## src/rtl/serial_rx_pkg.sv

```systemverilog
package serial_rx_pkg;

    localparam int unsigned DEF_DATA_W = 8;
    localparam int unsigned DEF_OVS    = 16;

    typedef enum logic [1:0] {
        RX_IDLE  = 2'd0,
        RX_HUNT  = 2'd1,
        RX_SHIFT = 2'd2
    } rx_state_e;

    typedef struct packed {
        logic ready;
        logic parity;
        logic framing;
        logic overrun;
    } rx_flags_t;

    // start + data + parity + stop
    function automatic int unsigned frame_bits(int unsigned dw);
        return dw + 3;
    endfunction

    // true for the sample indices that carry data bits
    function automatic logic is_data_slot(int unsigned idx, int unsigned dw);
        return (idx >= 1) && (idx <= dw);
    endfunction

endpackage

```

## src/rtl/rx_start_ctl.sv

```systemverilog
module rx_start_ctl
    import serial_rx_pkg::*;
#(
    parameter int unsigned OVS = DEF_OVS
) (
    input  logic      clk,
    input  logic      rst,
    input  logic      rx_in,
    input  logic      frame_done,
    output rx_state_e state_q,
    output logic      baud_tick,
    output logic      hunt_start
);

    localparam int unsigned CNT_W = $clog2(OVS);
    localparam logic [CNT_W-1:0] CONFIRM = CNT_W'(OVS / 2 - 1);
    localparam logic [CNT_W-1:0] LAST    = CNT_W'(OVS - 1);

    logic             rx_d;
    logic [CNT_W-1:0] div_q;
    logic [CNT_W-1:0] div_d;
    rx_state_e        state_d;

    always_comb begin
        state_d    = state_q;
        div_d      = div_q;
        baud_tick  = 1'b0;
        hunt_start = 1'b0;
        unique case (state_q)
            RX_IDLE: begin
                if (rx_d && !rx_in) begin
                    hunt_start = 1'b1;
                    state_d    = RX_HUNT;
                    div_d      = CNT_W'(1);
                end
            end
            RX_HUNT: begin
                if (rx_in) begin
                    state_d = RX_IDLE;
                end else if (div_q == CONFIRM) begin
                    baud_tick = 1'b1;
                    state_d   = RX_SHIFT;
                    div_d     = '0;
                end else begin
                    div_d = div_q + CNT_W'(1);
                end
            end
            RX_SHIFT: begin
                if (frame_done) begin
                    state_d = RX_IDLE;
                    div_d   = '0;
                end else if (div_q == LAST) begin
                    baud_tick = 1'b1;
                    div_d     = '0;
                end else begin
                    div_d = div_q + CNT_W'(1);
                end
            end
            default: state_d = RX_IDLE;
        endcase
    end

    always_ff @(posedge clk) begin
        if (rst) begin
            rx_d    <= 1'b1;
            div_q   <= '0;
            state_q <= RX_IDLE;
        end else begin
            rx_d    <= rx_in;
            div_q   <= div_d;
            state_q <= state_d;
        end
    end

endmodule

```

## src/rtl/rx_frame_shift.sv

```systemverilog
module rx_frame_shift
    import serial_rx_pkg::*;
#(
    parameter int unsigned DATA_W = DEF_DATA_W
) (
    input  logic              clk,
    input  logic              rst,
    input  logic              rx_in,
    input  logic              odd_mode,
    input  logic              hunt_start,
    input  logic              baud_tick,
    output logic              frame_done,
    output logic [DATA_W-1:0] frame_data,
    output logic              parity_bad,
    output logic              stop_bit
);

    localparam int unsigned FRAME_W = frame_bits(DATA_W);
    localparam int unsigned IDX_W   = $clog2(FRAME_W + 1);

    logic [FRAME_W-1:0] sr_q;
    logic [IDX_W-1:0]   idx_q;
    logic               acc_q;

    always_ff @(posedge clk) begin
        if (rst) begin
            sr_q  <= '1;
            idx_q <= '0;
            acc_q <= 1'b0;
        end else if (hunt_start) begin
            sr_q  <= '1;
            idx_q <= '0;
            acc_q <= odd_mode;
        end else if (baud_tick) begin
            sr_q  <= {rx_in, sr_q[FRAME_W-1:1]};
            idx_q <= idx_q + IDX_W'(1);
            if (is_data_slot(int'(idx_q), DATA_W)) begin
                acc_q <= acc_q ^ rx_in;
            end
        end
    end

    // preset ones: bit 0 goes low only once the start bit reaches it
    assign frame_done = ~sr_q[0];
    assign frame_data = sr_q[DATA_W:1];
    assign parity_bad = acc_q ^ sr_q[DATA_W+1];
    assign stop_bit   = sr_q[FRAME_W-1];

endmodule

```

## src/rtl/rx_hold_regs.sv

```systemverilog
module rx_hold_regs
    import serial_rx_pkg::*;
#(
    parameter int unsigned DATA_W = DEF_DATA_W
) (
    input  logic              clk,
    input  logic              rst,
    input  logic              commit,
    input  logic [DATA_W-1:0] frame_data,
    input  logic              parity_bad,
    input  logic              stop_bit,
    input  logic              rd_n,
    output logic [DATA_W-1:0] rd_data,
    output rx_flags_t         flags_q
);

    logic              rd_d;
    logic              rd_fall;
    logic [DATA_W-1:0] hold_q;
    logic [DATA_W-1:0] hold_d;
    rx_flags_t         flags_d;

    always_comb begin
        rd_fall = rd_d & ~rd_n;
        flags_d = flags_q;
        hold_d  = hold_q;
        if (rd_fall) begin
            flags_d = '0;
        end
        if (commit) begin
            if (flags_d.ready) begin
                flags_d.overrun = 1'b1;
            end else begin
                flags_d.ready   = 1'b1;
                flags_d.parity  = parity_bad;
                flags_d.framing = ~stop_bit;
                hold_d          = frame_data;
            end
        end
    end

    always_ff @(posedge clk) begin
        if (rst) begin
            rd_d    <= 1'b1;
            hold_q  <= '0;
            flags_q <= '0;
            rd_data <= '0;
        end else begin
            rd_d    <= rd_n;
            hold_q  <= hold_d;
            flags_q <= flags_d;
            if (rd_fall) begin
                rd_data <= hold_q;
            end
        end
    end

endmodule

```

## src/rtl/serial_rx_core.sv

```systemverilog
module serial_rx_core
    import serial_rx_pkg::*;
#(
    parameter int unsigned DATA_W = DEF_DATA_W,
    parameter int unsigned OVS    = DEF_OVS
) (
    input  logic              clk,
    input  logic              rst,
    input  logic              rx_in,
    input  logic              odd_mode,
    input  logic              rd_n,
    output logic [DATA_W-1:0] rd_data,
    output logic              byte_ready,
    output logic              parity_fault,
    output logic              frame_fault,
    output logic              overrun_fault
);

    rx_state_e         ctl_state;
    logic              baud_tick;
    logic              hunt_start;
    logic              frame_done;
    logic              commit;
    logic [DATA_W-1:0] frame_data;
    logic              parity_bad;
    logic              stop_bit;
    rx_flags_t         flags;

    rx_start_ctl #(.OVS(OVS)) i_ctl (
        .clk        (clk),
        .rst        (rst),
        .rx_in      (rx_in),
        .frame_done (frame_done),
        .state_q    (ctl_state),
        .baud_tick  (baud_tick),
        .hunt_start (hunt_start)
    );

    rx_frame_shift #(.DATA_W(DATA_W)) i_shift (
        .clk        (clk),
        .rst        (rst),
        .rx_in      (rx_in),
        .odd_mode   (odd_mode),
        .hunt_start (hunt_start),
        .baud_tick  (baud_tick),
        .frame_done (frame_done),
        .frame_data (frame_data),
        .parity_bad (parity_bad),
        .stop_bit   (stop_bit)
    );

    assign commit = (ctl_state == RX_SHIFT) && frame_done;

    rx_hold_regs #(.DATA_W(DATA_W)) i_hold (
        .clk        (clk),
        .rst        (rst),
        .commit     (commit),
        .frame_data (frame_data),
        .parity_bad (parity_bad),
        .stop_bit   (stop_bit),
        .rd_n       (rd_n),
        .rd_data    (rd_data),
        .flags_q    (flags)
    );

    assign byte_ready    = flags.ready;
    assign parity_fault  = flags.parity;
    assign frame_fault   = flags.framing;
    assign overrun_fault = flags.overrun;

endmodule

```

## config.mk

```make
export PLATFORM = sky130hd
export DESIGN_NAME = serial_rx_core
export DESIGN_NICKNAME = d
export VERILOG_FILES = /design/src/rtl/serial_rx_pkg.sv /design/src/rtl/rx_start_ctl.sv /design/src/rtl/rx_frame_shift.sv /design/src/rtl/rx_hold_regs.sv /design/src/rtl/serial_rx_core.sv
export SDC_FILE = /design/constraint.sdc
export NUM_CORES = 1
export LEC_CHECK = 0
export BUFFER_PORTS_ARGS = -buffer_cell sky130_fd_sc_hd__buf_2
export CORE_ASPECT_RATIO = 0.9
export CORE_MARGIN = 5
export CORE_UTILIZATION = 52
export DETAILED_ROUTE_END_ITERATION = 12
export HOLD_SLACK_MARGIN = 0.05
export PLACE_DENSITY = 0.83
export SETUP_SLACK_MARGIN = 0.15
export SLEW_MARGIN = 20
export SYNTH_ARGS = -nofsm -noshare
export SYNTH_HDL_FRONTEND = slang
export SYNTH_SLANG_ARGS = --single-unit
```

## constraint.sdc

```tcl
create_clock -name clk -period 2.05 [get_ports clk]
set_clock_uncertainty 0.2 [all_clocks]
set_input_delay 0.1025 -clock clk [delete_from_list [all_inputs] [get_ports clk]]
set_output_delay 0.1025 -clock clk [all_outputs]
set_load 0.01 [all_outputs]
```

==> Word-level counts from Yosys, hierarchy flattened <==
Index checks and enable logic that the tools add are counted.
{ "totals": {"reg_bits": 44, "in_bits": 5, "out_inout_bits": 12, "word_cells": 70} }
{ "classes": {"addsub": 2, "magnitude_cmp": 2, "n_eq_ne": 8, "n_mux": 25, "bitwise": 7, "reduce_logical": 13} }
{ "op_table": {"columns": ["operator", "n"], "rows": [
  ["2-to-1 mux 4 bit", 7],
  ["one-hot mux 4 bit (3 select lines)", 1],
  ["2-to-1 mux 1 bit", 10],
  ["2-to-1 mux 2 bit", 5],
  ["adder 4 x 1 -> 4 bit (second input constant)", 2],
  ["one-hot mux 2 bit (3 select lines)", 1],
  ["AND reduction 3 bit", 2],
  ["== test 4 x 3 -> 1 bit (second input constant)", 1],
  ["== test 4 bit (second input constant)", 1],
  [">= comparator 4 x 1 -> 1 bit (second input constant)", 1],
  ["<= comparator 4 bit (second input constant)", 1],
  ["inequality test 2 bit (second input constant)", 2],
  ["NOT 1 bit", 4],
  ["AND reduction 2 bit", 2],
  ["nonzero test 2 bit", 2],
  ["logical AND 1 bit", 3],
  ["inequality test 3 x 2 -> 1 bit (second input constant)", 1],
  ["nonzero test 3 bit", 1],
  ["== test 2 x 1 -> 1 bit (second input constant)", 1],
  ["== test 2 bit (second input constant)", 1],
  ["zero test 2 bit", 1],
  ["inequality test 2 x 1 -> 1 bit (second input constant)", 1],
  ["one-hot mux 1 bit (2 select lines)", 1],
  ["OR reduction 2 bit", 1],
  ["3 further kinds", 4]
]} }

==> Longest topological paths before layout <==
Gate-level depths: netlist (run 1).
{ "logic_depth": {"depth_word": 6, "depth_mapped": 8, "mapped_depth_nobuf": 6} }

==> By module <==
From an unflattened synthesis (run 1), not the netlist that was laid out.
{ "hier_totals": {"hier_cells": 227, "hier_area_um2": 2128.3} }
{ "modules_own_cells": {"columns": ["module", "instances", "cells_per_inst", "area_per_inst_um2", "seq_area_each_um2"], "rows": [
  ["rx_hold_regs", 1, 89, 843.3, 420.4],
  ["rx_frame_shift", 1, 75, 729.4, 320.3],
  ["rx_start_ctl", 1, 62, 546.8, 140.1],
  ["serial_rx_core", 1, 1, 8.8, 0.0]
]} }

==> Least setup slack after synthesis (run 1) <==
Ideal clock, no wire load.
{ "synth_path": {"path_kind": "reg2reg", "start": "register i_ctl.state_q[1]", "end": "register i_shift.sr_q[8]", "setup_ns": 0.129, "t_arrival_ns": 1.710, "slack_ns": 0.011, "stages_incl_launch_ff": 8, "path_buffers": 1, "period_less_slack_ns": 2.039, "path_cell_list": "dfxtp_1 > inv_1 > ha_1 > or3b_4 > a21oi_4 > buf_8 > mux2i_1 > nand2_1"} }
{ "synth_via": {"elab_chain_cells": 3} }
{ "synth_lines": {"columns": ["item", "line", "text"], "rows": [
  ["start, declared", "rx_start_ctl.sv:10", "output rx_state_e state_q,"],
  ["start signal, assigned", "rx_start_ctl.sv:71", "state_q <= state_d;"],
  ["zero test 2 bit", "rx_start_ctl.sv:29", "unique case (state_q)"],
  ["2-to-1 mux 1 bit", "rx_start_ctl.sv:29", null],
  ["OR reduction 2 bit (no line)", null, null],
  ["end signal, assigned", "rx_frame_shift.sv:35", "sr_q <= {rx_in, sr_q[FRAME_W-1:1]};"],
  ["end, declared", "rx_frame_shift.sv:21", "logic [FRAME_W-1:0] sr_q;"]
]} }
Several ways; a longest one is shown, not always the timed one.
A chain may end at the register's enable or synchronous reset.

==> Worst setup path after layout (run 1) <==
{ "layout_path": {"start": "register i_ctl.state_q[0]", "end": "register i_shift.sr_q[1]"} }
The elaborated chain is that of the path after synthesis.

==> results_dict.tcl, run 1 <==
set metrics [dict create \
    status "finished clean" \
    first_global_vias 1325 \
    switching_power_uw 416.3 \
    clkSlewWorstSetupHoldPaths_ns 0.08 \
    clk_latency_ns 0.30 \
    synth_edf_count 0 \
    place_ws_ns 0.03566 \
    core_mm2 0.003652 \
    leakagePower_nw 0.9004 \
    portBuffers 16 \
    area_growth_pct 23.50 \
    maxCapViolations 0 \
    end_kind "flop" \
    numCtsBuffers 5 \
    synth-seq-cells 44 \
    fin_area_mm2 0.002394 \
    synth_warnings 0 \
    die_area_mm2 0.005049 \
    syn_area_mm2 0.001938 \
    antenna_cells 0 \
    postLayoutSetupSlackWorst_ns 0.06494 \
    gp_congestion 0.7852 \
    grt_max_degree 32 \
    via_per_inst 5.289 \
    path_buf_inv 2 \
    overflow 0 \
    final_util_pct 65.54 \
    synth_area_leaders "dfxtp_1 (45%), mux2i_1 (12%), nand2_1 (6.6%), ha_1 (4.5%), a21oi_1 (4.1%)" \
    yosysUniqueCellTypes 41 \
    cts_sinks 44 \
    grt_pass1_wl_um 6030 \
    grt_usage_pct 15.67 \
    synth_top_area_cell "dfxtp_1" \
    firstDrtPassIters 4 \
    synth_ff_type "dfxtp_1" \
    syn_nets 223 \
    p_seq_share_pct 49.3 \
    hold_slack_ns 0.1440 \
    fin_crit_ns 1.985 \
    cp.required_ns 2.00 \
    drt_iter0_drc 99 \
    place_area_mm2 0.002116 \
    rsz0062_at_grt "yes" \
    ios 17 \
    postRouteAntennaNets 0 \
    cts_tree "yes" \
    hold_viol_final 0 \
    yosysMostFrequentCell "dfxtp_1" \
    slew-limit-headroom_pct 53.04 \
    start_util_pct 53.07 \
    fillers 283 \
    critPathArrivalTime_ns 1.93 \
    p_per_area_mw_per_mm2 742.1 \
    worstPathCellList "buf_6 > ha_4 > or3b_4 > a21oi_4 > buf_12 > mux2i_1 > nand2_1" \
    synth_top_cell_area_share_pct 45.45 \
    ir_drop_v 0.0003615 \
    clock_path_buffers 2 \
    post_route_cells_drive_above_1_share_pct 24.48 \
    fp.dieW_um 74.35 \
    worst_pin_slew_ns 0.7018 \
    crit_type "reg2reg" \
    avgRoutedWirePerCell_um 13.58 \
    critPathTopFamily "simple AND/OR/NAND/NOR gates" \
    maxSlewViolCount 0 \
    synthTopCellsByCount "dfxtp_1 (44), nand2_1 (34), mux2i_1 (23)" \
    fmax_mhz 503.8 \
    syn_inst 211 \
    synth_area_per_cell_um2 9.185 \
    nNetsFinal 252 \
    vias 1518 \
    seq_area_frac_synth_pct 45.45 \
    htree_levels 2 \
    critical_path.max_stage_delay_ns 0.40 \
    finalWirelength_um 3897 \
    slowest_stage "or3b_4" \
    postSynth.asyncResetShare_pct 0 \
    p_int_mw 1.360 \
    rows 21 \
    crit_path_start_kind "flop" \
    timing.final.crit_share_pct 96.83 \
    dp.final_hpwl_um 2463 \
    hold_path_class "in2reg" \
    die_h_um 67.92 \
    p_comb_share_pct 11.5 \
    path_max_fanout 9 \
    antenna_found_initial 0 \
    drc 0 \
    setup_violations 0 \
    switching_share_pct 23.43 \
    cts_root_buf "clkbuf_8" \
    pwr-share-clk_pct 39.2 \
]
## stage by stage
stage | TNS [ns] | power [mW] | std cells
after floorplan | 0 | 1.032 | 211
after global placement | 0 | 1.060 | 269
after detailed placement | 0 | 1.065 | 269
after CTS | 0 | 1.763 | 281
after global routing | -0.2408 | 1.837 | 287
final | 0 | 1.776 | 287
## path summary, 6_finish.rpt
path,from,end,slack (ns),cells past startpoint
hold / removal,rx_in,i_ctl.div_q[0],0.14,4
hold reg to reg,i_hold.hold_q[5],i_hold.rd_data[5],0.25,2
setup / recovery,i_ctl.state_q[0],i_shift.sr_q[1],0.06,7
setup reg to reg,i_ctl.state_q[0],i_shift.sr_q[1],0.06,7
## placed cells by master (no fill, tap or decap), types with 2 or more instances in the layout
cell / n
dfxtp_1: 42
nand2_1: 34
mux2i_1: 23
nor2_1: 17
buf_2: 16
a21oi_1: 12
buf_4: 8
inv_1: 6
clkbuf_8: 6
nand2b_1: 5
nor2b_1: 4
nand3_1: 4
ha_1: 4
a21oi_2: 3
a31oi_1: 3
or2_2: 3
a211oi_1: 3
dlygate4sd3_1: 3
buf_6: 3
inv_4: 2
nor3_1: 2
nand3b_1: 2
a21o_1: 2
nand4_1: 2
a21oi_4: 2
a211o_1: 2
o211ai_1: 2
ha_4: 2
dfxtp_2: 2
## area by class of cell
class | instances | area [µm²] | area share, %
tap | 46 | 57.56 | 2.405
sequential | 44 | 883.3 | 36.91
clock buffer | 6 | 82.58 | 3.450
clock inverter | 2 | 38.79 | 1.620
timing repair buffer | 32 | 249.0 | 10.40
multi-input combinational | 148 | 1044 | 43.60
inverter | 9 | 38.79 | 1.620
## worst register-to-register path: stages (launching register included)
cell	delay, ns
dfxtp_2	0.36
buf_6	0.10
ha_4	0.14
or3b_4	0.40
a21oi_4	0.20
buf_12	0.17
mux2i_1	0.18
nand2_1	0.08
## state kept, by name, indices dropped and copies added (netlist names)
name and cells:
i_hold.rd_d 1, i_shift.idx_q 4, i_hold.rd_data 8, i_ctl.state_q 2
i_shift.sr_q 11, i_ctl.rx_d 1, i_shift.acc_q 1, i_ctl.div_q 4
i_hold.hold_q 8, i_hold.flags_q 4
## per-layer routing
| layer | share of wire [%] | GRT usage [%] | up-vias |
|---|---|---|---|
| met1 | 50 | 21.18 | 704 |
| met2 | 46 | 23.45 | 31 |
| met4 | 0.62 | 6.000 | 0 |
| met5 | 0 | 0 | - |
| li1 | - | - | 781 |
| met3 | 3.9 | 4.846 | 2 |
## cell families after synthesis
group	synth area share (%)
DFF	45.45
adders and majority gates	4.519
muxes	12.46
AOI/OAI and AO/OA	12.98
buffers and inverters	4.776
xor gates and xnor gates	1.356
and+or+nand+nor	18.46
## power groups by stage
stage / clock [mW] / sequential [mW] / combinational [mW]
2_1_floorplan: 0 / 0.895 / 0.137
3_3_place_gp: 0 / 0.896 / 0.164
3_5_place_dp: 0 / 0.897 / 0.168
4_1_cts: 0.709 / 0.875 / 0.179
5_1_grt: 0.737 / 0.878 / 0.222
6_report: 0.696 / 0.876 / 0.204
## what timing repair did
action,4_1_cts,5_1_grt
hold buffers,3,0
endpoints found under the hold margin,14,0
buffers inserted,1,5
gates cloned,0,1
endpoints found under the setup margin,11,17
pin swaps,2,7
gates resized for setup,1,13
No activity file was read; power rests on OpenSTA's default activity.
==> run 2, diff against run 1 <==
Settings changed: ABC_CLOCK_PERIOD_IN_PS set to 2050, GPL_TIMING_DRIVEN set to 0, SETUP_SLACK_MARGIN 0.15 to 0.2.
==> results_dict.tcl, run 2 (synthesized netlist as in run 1, its figures left out) <==
set metrics [dict create \
    switching_power_uw 438.9 \
    post_route_cells_drive_above_1_share_pct 23.48 \
    postRouteAntennaNets 0 \
    hold_viol_final 0 \
    worst_pin_slew_ns 0.5181 \
    area_growth_pct 22.53 \
    cts_root_buf "clkbuf_8" \
    clkSlewWorstSetupHoldPaths_ns 0.08 \
    multi_input_area_mm2 0.001022 \
    critPathArrivalTime_ns 1.96 \
    nNetsFinal 258 \
    crit_path_start_kind "flop" \
    dp.final_hpwl_um 2804 \
    regMostFlops "i_shift.sr_q" \
    p_comb_share_pct 13.5 \
    firstDrtPassIters 4 \
    vias 1611 \
    antenna_cells 0 \
    maxSlewViolCount 0 \
    ios 17 \
    clock_path_buffers 2 \
    cts_tree "yes" \
    status "finished clean" \
    maxCapViolations 0 \
    mostFrequentLayoutCell "dfxtp_1" \
    p_int_mw 1.242 \
    dp_cells 272 \
    drc 0 \
    grt_max_degree 15 \
    numCtsBuffers 5 \
    fin_tns_setup_ns 0 \
    via_per_inst 5.498 \
    core_mm2 0.003652 \
    fillers 290 \
    rsz0062_at_grt "yes" \
    fin_crit_ns 1.990 \
    p_seq_share_pct 52.4 \
    overflow 0 \
    cp.required_ns 2.02 \
    htree_levels 2 \
    drt_iter0_drc 74 \
    clk_latency_ns 0.30 \
    switching_share_pct 26.12 \
    final_cells 293 \
    crit_type "reg2reg" \
    final_cell_mix "dfxtp_1 (42), nand2_1 (34), mux2i_1 (21), nor2_1 (17)" \
    die_area_mm2 0.005049 \
    seqCellArea_um2 885.9 \
    slew-limit-headroom_pct 65.46 \
    setup_violations 0 \
    start_util_pct 53.07 \
    finalWirelength_um 4575 \
    gp_congestion 0.8349 \
    top_regs "i_shift.sr_q (11), i_hold.hold_q (8), i_hold.rd_data (8)" \
    die_h_um 67.92 \
    ir_drop_v 0.0004877 \
    pwr-share-clk_pct 34.2 \
    first_global_vias 1515 \
    grt_pass1_wl_um 7224 \
    largest_reg_flops 11 \
    rows 21 \
    cts_sinks 44 \
    end_kind "flop" \
    p_per_area_mw_per_mm2 707.7 \
    hold_slack_ns 0.1387 \
    fp.dieW_um 74.35 \
    grt_usage_pct 19.20 \
    antenna_found_initial 0 \
    hold_path_class "in2reg" \
    final_util_pct 65.02 \
    path_max_fanout 4 \
    timing.final.crit_share_pct 97.09 \
    portBuffers 15 \
    leakagePower_nw 0.8976 \
    fmax_mhz 502.4 \
    avgRoutedWirePerCell_um 15.61 \
]
[run 2: cell type report]
type / instances / share of cell area (%)
clock inverters: 2 / 0.6322
inverters: 9 / 1.739
plain buffers: 10 / 2.845
well taps: 46 / 2.424
repair buffers: 28 / 8.535
flip-flops and latches: 44 / 37.30
multi-input cells: 148 / 43.05
clock buffers: 6 / 3.477
[run 2: worst paths after layout]
path | slack, ns | start | depth (start not counted) | end
max | 0.06 | i_ctl.state_q[1] | 7 | i_shift.sr_q[2]
max reg2reg | 0.06 | i_ctl.state_q[1] | 7 | i_shift.sr_q[2]
min reg2reg | 0.25 | i_hold.rd_data[1] | 2 | i_hold.rd_data[1]
min | 0.14 | odd_mode | 4 | i_shift.acc_q
[run 2: through the flow]
| step | power (mW) | setup WS, ns | instance area (µm²) |
|---|---|---|---|
| after detailed placement | 1.073 | -0.07803 | 2112 |
| after CTS | 1.663 | 0.07379 | 2328 |
| final | 1.681 | 0.05962 | 2375 |
| after global routing | 1.738 | -0.01191 | 2375 |
| after floorplan | 1.032 | 0.1071 | 1979 |
| after global placement | 1.067 | -0.05156 | 2112 |
[run 2: critical path: stages, from the launching register on]
cell and delay (ns):
dfxtp_2 0.35, inv_4 0.08, ha_4 0.14, or3b_4 0.39, a21oi_4 0.23, buf_12 0.16
mux2i_2 0.23, nand2_1 0.08
[run 2: power by group through the flow]
| stage | logic [mW] | registers, mW | clock network [mW] |
|---|---|---|---|
| floorplan | 0.137 | 0.895 | 0 |
| global placement | 0.170 | 0.897 | 0 |
| detailed placement | 0.175 | 0.898 | 0 |
| CTS | 0.204 | 0.880 | 0.579 |
| global route | 0.246 | 0.881 | 0.611 |
| finish | 0.226 | 0.880 | 0.574 |
[run 2: timing repair]
item                       in CTS  in global routing
resized for setup               6                 10
hold endpoints to repair        9                  0
setup buffers                   7                  2
setup endpoints to repair      17                 32
hold buffers                    4                  0
pin swaps                       6                  2
[run 2: layer usage]
layer | GRT usage [%] | wire length [µm] | vias up
li1 | - | - | 793
met1 | 23.81 | 2094 | 774
met2 | 31.42 | 2240 | 36
met3 | 4.846 | 171 | 8
met4 | 8.889 | 70 | 0
met5 | 0 | 0 | -
==> run 3, diff against run 2 <==
Settings changed: GPL_TIMING_DRIVEN 0 to unset.
==> results_dict.tcl, run 3 (synthesized netlist as in run 1, its figures left out) <==
set metrics [dict create \
    status "finished clean" \
    critPathArrivalTime_ns 2.00 \
    hold_path_class "in2reg" \
    final_util_pct 66.15 \
    final_cell_mix "dfxtp_1 (42), nand2_1 (33), mux2i_1 (22), nor2_1 (16), buf_2 (16)" \
    die_area_mm2 0.005049 \
    antenna_cells 0 \
    gp_congestion 0.8058 \
    setup_violations 0 \
    antenna_found_initial 0 \
    first_global_vias 1435 \
    regMostFlops "i_shift.sr_q" \
    timing.final.crit_share_pct 98.87 \
    path_max_fanout 4 \
    mostFrequentLayoutCell "dfxtp_1" \
    top_regs "i_shift.sr_q (11), i_hold.hold_q (8), i_hold.rd_data (8)" \
    drt_iter0_drc 155 \
    grt_max_degree 32 \
    start_util_pct 53.07 \
    reg2reg_to "i_shift.sr_q[10]" \
    crit_path_start_kind "flop" \
    rows 21 \
    p_comb_share_pct 12.2 \
    switching_power_uw 438.6 \
    vias 1634 \
    area_growth_pct 24.66 \
    final_cells 287 \
    firstDrtPassIters 4 \
    die_h_um 67.92 \
    finalWirelength_um 4573 \
    fin_crit_ns 2.027 \
    met1_usage_pct 23.38 \
    gr-usage-met2_pct 27.77 \
    post_route_cells_drive_above_1_share_pct 26.14 \
    place_ws_ns 0.05722 \
    slew-limit-headroom_pct 69.39 \
    p_per_area_mw_per_mm2 746.7 \
    reg2reg_from "i_ctl.state_q[0]" \
    via_per_inst 5.693 \
    hold_end "i_ctl.div_q[1]" \
    top_usage_layer "met2" \
    p_seq_share_pct 48.6 \
    reg2reg_depth 7 \
    leakagePower_nw 0.9081 \
    dp.final_hpwl_um 2626 \
    maxSlewViolCount 0 \
    largest_reg_flops 11 \
    maxCapViolations 0 \
    drc 0 \
    switching_share_pct 24.31 \
    end_kind "flop" \
    clock_path_buffers 2 \
    nNetsFinal 252 \
    ir_drop_v 0.0005236 \
    clk_latency_ns 0.30 \
    fmax_mhz 493.4 \
    numCtsBuffers 5 \
    hold_depth 4 \
    hold_viol_final 0 \
    fin_tns_setup_ns 0 \
    postRouteAntennaNets 0 \
    cts_sinks 44 \
    pwr-share-clk_pct 39.2 \
    fp.dieW_um 74.35 \
    htree_levels 2 \
    portBuffers 16 \
    p_int_mw 1.365 \
    cts_root_buf "clkbuf_8" \
    core_mm2 0.003652 \
    crit_type "reg2reg" \
    cts_tree "yes" \
    grt_pass1_wl_um 6810 \
    hp-start "rx_in" \
    place_area_mm2 0.002116 \
    avgRoutedWirePerCell_um 15.93 \
    r2r_setup_slack_ns 0.02 \
    worst_pin_slew_ns 0.4586 \
    dp_cells 269 \
    overflow 0 \
    fin_area_mm2 0.002416 \
    postLayoutSetupSlackWorst_ns 0.02310 \
    rsz0062_at_grt "yes" \
    met3_usage_pct 5.140 \
    grt_usage_pct 17.79 \
    cp.required_ns 2.02 \
    ios 17 \
    clkSlewWorstSetupHoldPaths_ns 0.09 \
]
[run 3: through the flow]
step	hold slack [ns]	total power [mW]
CTS	0.1193	1.764
floorplan	0.009077	1.032
global placement	0.1171	1.060
detailed placement	0.1228	1.066
global route	0.1492	1.865
finish	0.1242	1.804
[run 3: worst max-delay path by stage]
stage,from,to,slack [ns],cells past startpoint
3_5_place_dp,i_ctl.state_q[0],i_ctl.div_q[2],0.06,6
2_1_floorplan,i_ctl.state_q[1],i_shift.sr_q[8],0.11,7
6_report,i_ctl.state_q[0],i_shift.sr_q[10],0.02,7
3_3_place_gp,i_ctl.state_q[0],i_ctl.div_q[2],0.10,6
5_1_grt,i_ctl.state_q[0],i_shift.sr_q[3],-0.04,7
4_1_cts,i_ctl.state_q[0],i_shift.sr_q[10],0.1,7
[run 3: critical path, cell delays in order, from the launching register on]
cell,delay (ns)
dfxtp_2,0.36
buf_6,0.10
ha_4,0.14
or3b_4,0.40
a21oi_4,0.26
clkbuf_16,0.20
mux2i_1,0.17
nand2_1,0.08
[run 3: power by group through the flow]
stage | Clock, mW | Combinational, mW | Sequential (mW)
final | 0.708 | 0.219 | 0.877
after CTS | 0.706 | 0.184 | 0.875
after detailed placement | 0 | 0.169 | 0.897
after floorplan | 0 | 0.137 | 0.895
after global routing | 0.758 | 0.229 | 0.878
after global placement | 0 | 0.164 | 0.896
[run 3: per-layer routing]
metal	vias to the layer above	wire length (µm)	part of all wire, %
li1	782	-	-
met1	782	1995	44
met2	61	2261	49
met3	9	245	5.4
met4	0	71	1.6
met5	-	0	0
[run 3: repair_timing]
action,CTS,global route
endpoints found under the setup margin,13,27
resized for setup,2,13
pin swaps,2,1
hold endpoints to repair,14,0
hold buffers,3,0
gates cloned,0,2
buffers inserted,1,4
[run 3: area by class of cell]
cell class | instances | area [µm²]
clock buffer | 6 | 82.58
clock inverter | 2 | 38.79
timing repair buffer | 32 | 259.0
sequential | 44 | 883.3
tap | 46 | 57.56
inverter | 9 | 36.28
fill | 274 | 1236
multi-input combinational | 148 | 1059
